<file path="src/rtl/txf_pkg.sv">
package txf_pkg;

    typedef enum logic [1:0] {
        ST_EMPTY   = 2'd0,
        ST_PARTIAL = 2'd1,
        ST_FULL    = 2'd2
    } occ_state_t;

endpackage

</file>
<file path="src/rtl/txf_occupancy_fsm.sv">
module txf_occupancy_fsm
    import txf_pkg::*;
#(
    parameter int DEPTH = 32,
    localparam int CW = $clog2(DEPTH + 1)
) (
    input  logic       clk,
    input  logic       rst_n,
    input  logic       wr_req,
    input  logic       rd_req,
    input  logic       flush,
    output logic       wr_ok,
    output logic       rd_ok,
    output logic       empty,
    output logic       full,
    output occ_state_t state
);

    occ_state_t    state_nxt;
    logic [CW-1:0] count;
    logic [CW-1:0] count_nxt;

    // Accept decisions depend only on registered state.
    always_comb begin
        wr_ok = wr_req && (state != ST_FULL) && !flush;
        rd_ok = rd_req && (state != ST_EMPTY) && !flush;
    end

    always_comb begin
        count_nxt = count;
        if (flush) begin
            count_nxt = '0;
        end else if (wr_ok && !rd_ok) begin
            count_nxt = count + CW'(1);
        end else if (rd_ok && !wr_ok) begin
            count_nxt = count - CW'(1);
        end
    end

    // Next-state logic: named transitions.
    always_comb begin
        state_nxt = state;
        unique case (state)
            ST_EMPTY: begin
                // push-from-empty
                if (wr_ok) begin
                    state_nxt = (count_nxt == CW'(DEPTH)) ? ST_FULL : ST_PARTIAL;
                end
            end
            ST_PARTIAL: begin
                if (count_nxt == '0) begin
                    state_nxt = ST_EMPTY;          // drain
                end else if (count_nxt == CW'(DEPTH)) begin
                    state_nxt = ST_FULL;           // fill
                end
            end
            ST_FULL: begin
                // pop-from-full
                if (rd_ok) begin
                    state_nxt = (count_nxt == '0) ? ST_EMPTY : ST_PARTIAL;
                end
            end
            default: state_nxt = ST_EMPTY;
        endcase
        if (flush) begin
            state_nxt = ST_EMPTY;                  // flush
        end
    end

    // State register.
    always_ff @(posedge clk or negedge rst_n) begin
        if (!rst_n) begin
            state <= ST_EMPTY;
            count <= '0;
        end else begin
            state <= state_nxt;
            count <= count_nxt;
        end
    end

    // Outputs decoded from the state register.
    always_comb begin
        empty = 1'b0;
        full  = 1'b0;
        unique case (state)
            ST_EMPTY:   empty = 1'b1;
            ST_PARTIAL: ;
            ST_FULL:    full = 1'b1;
            default:    empty = 1'b1;
        endcase
    end

    p_cap_limit_r3: assert property (@(posedge clk) disable iff (!rst_n)
        count <= CW'(DEPTH));

    p_flags_exclusive_r3: assert property (@(posedge clk) disable iff (!rst_n)
        !(empty && full));

    p_full_matches_count_r3: assert property (@(posedge clk) disable iff (!rst_n)
        full |-> (count == CW'(DEPTH)));

    p_rw_hold_r5: assert property (@(posedge clk) disable iff (!rst_n)
        (wr_ok && rd_ok) |=> $stable(count));

    p_flush_lands_empty_r6: assert property (@(posedge clk) disable iff (!rst_n)
        flush |=> (state == ST_EMPTY));

endmodule

</file>
<file path="src/rtl/txf_storage.sv">
module txf_storage #(
    parameter int DEPTH = 32,
    parameter int WIDTH = 16,
    localparam int AW = (DEPTH > 1) ? $clog2(DEPTH) : 1
) (
    input  logic             clk,
    input  logic             rst_n,
    input  logic             push,
    input  logic             pop,
    input  logic             flush,
    input  logic [WIDTH-1:0] din,
    output logic [WIDTH-1:0] dout
);

    logic [WIDTH-1:0] slot [DEPTH];
    logic [AW-1:0]    wr_ptr;
    logic [AW-1:0]    rd_ptr;

    function automatic logic [AW-1:0] bump(input logic [AW-1:0] p);
        return (p == AW'(DEPTH - 1)) ? '0 : p + AW'(1);
    endfunction

    // One write-enabled register per slot.
    for (genvar i = 0; i < DEPTH; i++) begin : g_slot
        always_ff @(posedge clk) begin
            if (push && (wr_ptr == AW'(i))) begin
                slot[i] <= din;
            end
        end
    end

    always_ff @(posedge clk or negedge rst_n) begin
        if (!rst_n) begin
            wr_ptr <= '0;
            rd_ptr <= '0;
        end else if (flush) begin
            wr_ptr <= '0;
            rd_ptr <= '0;
        end else begin
            if (push) wr_ptr <= bump(wr_ptr);
            if (pop)  rd_ptr <= bump(rd_ptr);
        end
    end

    assign dout = slot[rd_ptr];

    p_flush_resets_ptrs_r6: assert property (@(posedge clk) disable iff (!rst_n)
        flush |=> (wr_ptr == rd_ptr));

endmodule

</file>
<file path="src/rtl/txf_guard.sv">
module txf_guard (
    input  logic clk,
    input  logic rst_n,
    input  logic wr_req,
    input  logic full,
    input  logic empty,
    input  logic deadline,
    input  logic flush,
    output logic underrun,
    output logic overflow
);

    always_ff @(posedge clk or negedge rst_n) begin
        if (!rst_n) begin
            underrun <= 1'b0;
            overflow <= 1'b0;
        end else begin
            underrun <= deadline && empty;
            if (flush) begin
                overflow <= 1'b0;
            end else if (wr_req && full) begin
                overflow <= 1'b1;
            end
        end
    end

    p_ovf_sticky_r4: assert property (@(posedge clk) disable iff (!rst_n)
        (overflow && !flush) |=> overflow);

    p_ovf_set_r4: assert property (@(posedge clk) disable iff (!rst_n)
        (wr_req && full && !flush) |=> overflow);

    p_underrun_cause_r7: assert property (@(posedge clk) disable iff (!rst_n)
        underrun |-> $past(deadline));

endmodule

</file>
<file path="src/rtl/bc_txdata_fifo.sv">
module bc_txdata_fifo
    import txf_pkg::*;
#(
    parameter int DEPTH = 32,
    parameter int WIDTH = 16
) (
    input  logic             clk,
    input  logic             rst_n,
    input  logic             wr_en,
    input  logic [WIDTH-1:0] wr_data,
    input  logic             rd_en,
    output logic [WIDTH-1:0] rd_data,
    input  logic             midsync_stb,
    input  logic             msg_valid,
    input  logic             msg_error,
    output logic             empty,
    output logic             full,
    output logic             underrun,
    output logic             overflow
);

    logic       flush;
    logic       wr_ok;
    logic       rd_ok;
    occ_state_t occ_state;

    assign flush = msg_valid || msg_error;

    txf_occupancy_fsm #(.DEPTH(DEPTH)) u_fsm (
        .clk    (clk),
        .rst_n  (rst_n),
        .wr_req (wr_en),
        .rd_req (rd_en),
        .flush  (flush),
        .wr_ok  (wr_ok),
        .rd_ok  (rd_ok),
        .empty  (empty),
        .full   (full),
        .state  (occ_state)
    );

    txf_storage #(.DEPTH(DEPTH), .WIDTH(WIDTH)) u_store (
        .clk   (clk),
        .rst_n (rst_n),
        .push  (wr_ok),
        .pop   (rd_ok),
        .flush (flush),
        .din   (wr_data),
        .dout  (rd_data)
    );

    txf_guard u_guard (
        .clk      (clk),
        .rst_n    (rst_n),
        .wr_req   (wr_en),
        .full     (full),
        .empty    (empty),
        .deadline (midsync_stb),
        .flush    (flush),
        .underrun (underrun),
        .overflow (overflow)
    );

    p_msg_end_empty_r6: assert property (@(posedge clk) disable iff (!rst_n)
        flush |=> (empty && !overflow));

    p_underrun_when_dry_r7: assert property (@(posedge clk) disable iff (!rst_n)
        (midsync_stb && empty) |=> underrun);

    p_no_pop_when_empty_r8: assert property (@(posedge clk) disable iff (!rst_n)
        (empty && !wr_en) |=> empty);

    p_state_known_r3: assert property (@(posedge clk) disable iff (!rst_n)
        occ_state inside {ST_EMPTY, ST_PARTIAL, ST_FULL});

endmodule

</file>
<file path="config.mk">
export PLATFORM = sky130hd
export DESIGN_NAME = bc_txdata_fifo
export DESIGN_NICKNAME = d
export VERILOG_FILES = /design/src/rtl/txf_pkg.sv /design/src/rtl/txf_occupancy_fsm.sv /design/src/rtl/txf_storage.sv /design/src/rtl/txf_guard.sv /design/src/rtl/bc_txdata_fifo.sv
export SDC_FILE = /design/constraint.sdc
export NUM_CORES = 1
export LEC_CHECK = 0
export BUFFER_PORTS_ARGS = -buffer_cell sky130_fd_sc_hd__buf_2
export CORE_ASPECT_RATIO = 2
export CORE_MARGIN = 1.5
export CORE_UTILIZATION = 57
export DETAILED_ROUTE_END_ITERATION = 7
export PLACE_DENSITY = 0.83
export SLEW_MARGIN = 20
export SYNTH_ARGS = -nofsm -noshare
export SYNTH_HDL_FRONTEND = slang
export SYNTH_SLANG_ARGS = --single-unit
</file>
<file path="constraint.sdc">
create_clock -name clk -period 3.09 [get_ports clk]
set_clock_uncertainty 0.15 [all_clocks]
set_input_delay 0.7725 -clock clk [delete_from_list [all_inputs] [get_ports clk]]
set_output_delay 0.7725 -clock clk [all_outputs]
set_load 0.1 [all_outputs]
</file>
==> flow_metrics.tcl <==
set metrics [dict create \
    worstMarginPinSlew_ps 676 \
    fillers 2069 \
    dominantRegCellSynth "edfxtp_1" \
    place.port_buffers 42 \
    slew_violations 0 \
    gr-total-overflow 0 \
    final_antenna_net_count 0 \
    min_period_ps 3600 \
    synth_top_area_cell "edfxtp_1" \
    cts_buffer_depth 3 \
    grt.total_usage 0.265 \
    path_cells "buf_12, buf_6, mux2i_2, o221ai_2, o22ai_1, a21oi_1, nand2_1, o21ai_4, buf_12" \
    path_buf_inv 3 \
    antenna_found_initial 2 \
    routabilityCongestion 0.817 \
    clkSinkCount 532 \
    grt_max_degree 36 \
    dpl.hpwl_mm 30.4 \
    clk_latency_ps 550 \
    synth-seq-area-share 0.751 \
    fin_util 0.688 \
    critPathMostFrequentCell "buf_12" \
    crit_required_ps 2170 \
    clock-root-buffer "clkbuf_16" \
    rsz0062_at_grt "true" \
    avgSynthCellArea_um2 18.1 \
    critPathLaunchType "flop" \
    routed-via-count 11800 \
    yosys_warnings 0 \
    setup_slack_ps -515 \
    pre_cts_ws_ps 23.8 \
    worst_hold_slack_ps 24.9 \
    io_pins 43 \
    cts_max_level 2 \
    die_w_um 139 \
    yosys-top-cells-count "edfxtp_1 (512), mux2i_1 (128), nand2_1 (85), o221ai_1 (81), mux4_2 (64)" \
    drt-vias-per-instance 6.69 \
    use_met1 0.291 \
    cts_tree "built" \
    cts_buffers 42 \
    drv_cap 0 \
    netlist_area_um2 21100 \
    place_inst 1674 \
    cts.clk_slew.worst_paths_ps 70 \
    fmax_ghz 0.277 \
    setup_viol 16 \
    synth_edf_count 512 \
    violations "DRC, setup timing" \
    synthArstFlopShare 0.0376 \
    timing.final.crit_share 1.17 \
    yosys_register_bits 532 \
    dieHeight_um 275 \
    cp_max_fo 12 \
    cellPowerDensity_nw_per_um2 568 \
    regArea_um2 15900 \
    drtIter0Drc 1182 \
    grt-busiest-layer "met2" \
    syn_inst 1165 \
    p_leak_nw 7.73 \
    met3_usage 0.0297 \
    synth.net_count 1202 \
    cp.arrival_ps 2680 \
    wire_per_inst_um 28.9 \
    initial_core_util 0.579 \
    num_rows 99 \
    grt_pass1_wl_mm 74.2 \
    critPathCaptureType "primary output" \
    drc 4 \
    area_growth_pct 19.0 \
    synthMostInstantiatedCell "edfxtp_1" \
    grt_pass1_vias 12100 \
    core_um2 36500 \
    hold_viol_final 0 \
    yosys-top-cells-area "edfxtp_1 (73%), mux4_2 (6.8%), mux2i_1 (6.1%), o221ai_1 (3.4%), dfrtp_1 (2.4%)" \
    path_class "reg2out" \
    cp_slowest_stage_delay_ps 510 \
    crit_family "buffers and inverters" \
    multiInputGateArea_um2 5680 \
    slew_headroom 0.549 \
    hp-class "in2async" \
    setup_tns_ps -7230 \
    placed_area_um2 23000 \
    power_mw 14.3 \
    layout-drive-gt1-share 0.301 \
    use_met2 0.500 \
    ir_drop_mv 0.375 \
    wl_mm 50.9 \
    synth_cell_types 46 \
    yosysTopAreaCellShare 0.727 \
    crit_path_top_delay_cell "dfrtp_4" \
    status "finished, violations left" \
    final_cells 1762 \
    fin_nets 1312 \
    dieArea_um2 38300 \
    dr.pass1.iters 7 \
    postLayoutCellArea_um2 25100 \
]
==> cell usage in the layout (no fill, tap or decap), types with 4 or more instances in the layout <==
cell       count
edfxtp_1     512
mux2i_1      121
nand2_1       73
mux4_2        64
o221ai_2      60
buf_4         56
nor2_1        47
clkbuf_16     45
buf_12        44
buf_2         26
a21oi_1       23
o221ai_1      19
dfrtp_1       17
o21ai_4       16
inv_1         13
ha_1          13
nand2_2       11
clkinv_2      11
o22ai_1        8
o22ai_2        8
clkbuf_1       8
nor3_1         7
mux2i_2        7
a21oi_2        7
and3_1         5
o21ai_0        5
bufinv_16      5
buf_6          5
nand3_1        4
nand4_1        4
nor2_2         4
clkinv_1       4
==> report_power, final <==
group | switching (mW) | internal [mW] | leakage, nW
clock network | 2.41 | 3.09 | 0.693
logic | 0.532 | 0.304 | 2.17
registers | 0.0192 | 7.92 | 4.87
total | 2.96 | 11.3 | 7.73
==> flip-flops by register name, summed over array words and instances, names as in the netlist <==
| name | count |
|---|---|
| u_store.slot | 512 |
| u_fsm.state | 2 |
| u_guard.overflow | 1 |
| u_store.wr_ptr | 5 |
| u_guard.underrun | 1 |
| u_store.rd_ptr | 5 |
| u_fsm.count | 6 |
==> worst paths after layout <==
kind / from / to / slack, ps / cells past startpoint
worst max-delay path: u_store.rd_ptr[0] / rd_data[5] / -510 / 9
worst min-delay path: rst_n / u_fsm.state[0] / 20 / 1
worst max register to register: u_fsm.state[0] / u_fsm.state[1] / 150 / 9
worst min register to register: u_guard.overflow / u_guard.overflow / 360 / 2
max in group asynchronous: rst_n / u_store.rd_ptr[0] / 2400 / 1
min in group clk: midsync_stb / u_guard.underrun / 310 / 2
==> final cells by class <==
| type | count | area share |
|---|---|---|
| inverters | 13 | 0.00194 |
| clock inverters | 23 | 0.00975 |
| clock buffers | 53 | 0.0460 |
| diodes | 1 | 0.0000995 |
| flip-flops and latches | 532 | 0.631 |
| repair buffers | 134 | 0.0624 |
| multi-input cells | 552 | 0.226 |
| well taps | 454 | 0.0226 |
==> per-layer routing <==
metal,vias up,share of wire
li1,4955,-
met1,5983,0.33
met2,686,0.56
met3,164,0.062
met4,0,0.051
met5,-,0
==> kinds of logic after synthesis <==
family,Yosys count,synth area share
AO/OA/AOI/OAI,162,0.0555
XOR/XNOR,5,0.00207
adder cells (fa/ha/maj),14,0.00829
buffers and inverters,81,0.0166
flip-flops,532,0.751
multiplexers,193,0.129
AND/OR/NAND/NOR,178,0.0373
==> timing repair <==
item                                    CTS  global route
pin swaps                                11             4
gates cloned                              1             0
endpoints found under the setup margin   16            18
hold buffers                              0             0
resized for setup                        52            57
setup buffers                             6             4
endpoints found under the hold margin     0             0
Power figures use the tool's default switching activity.
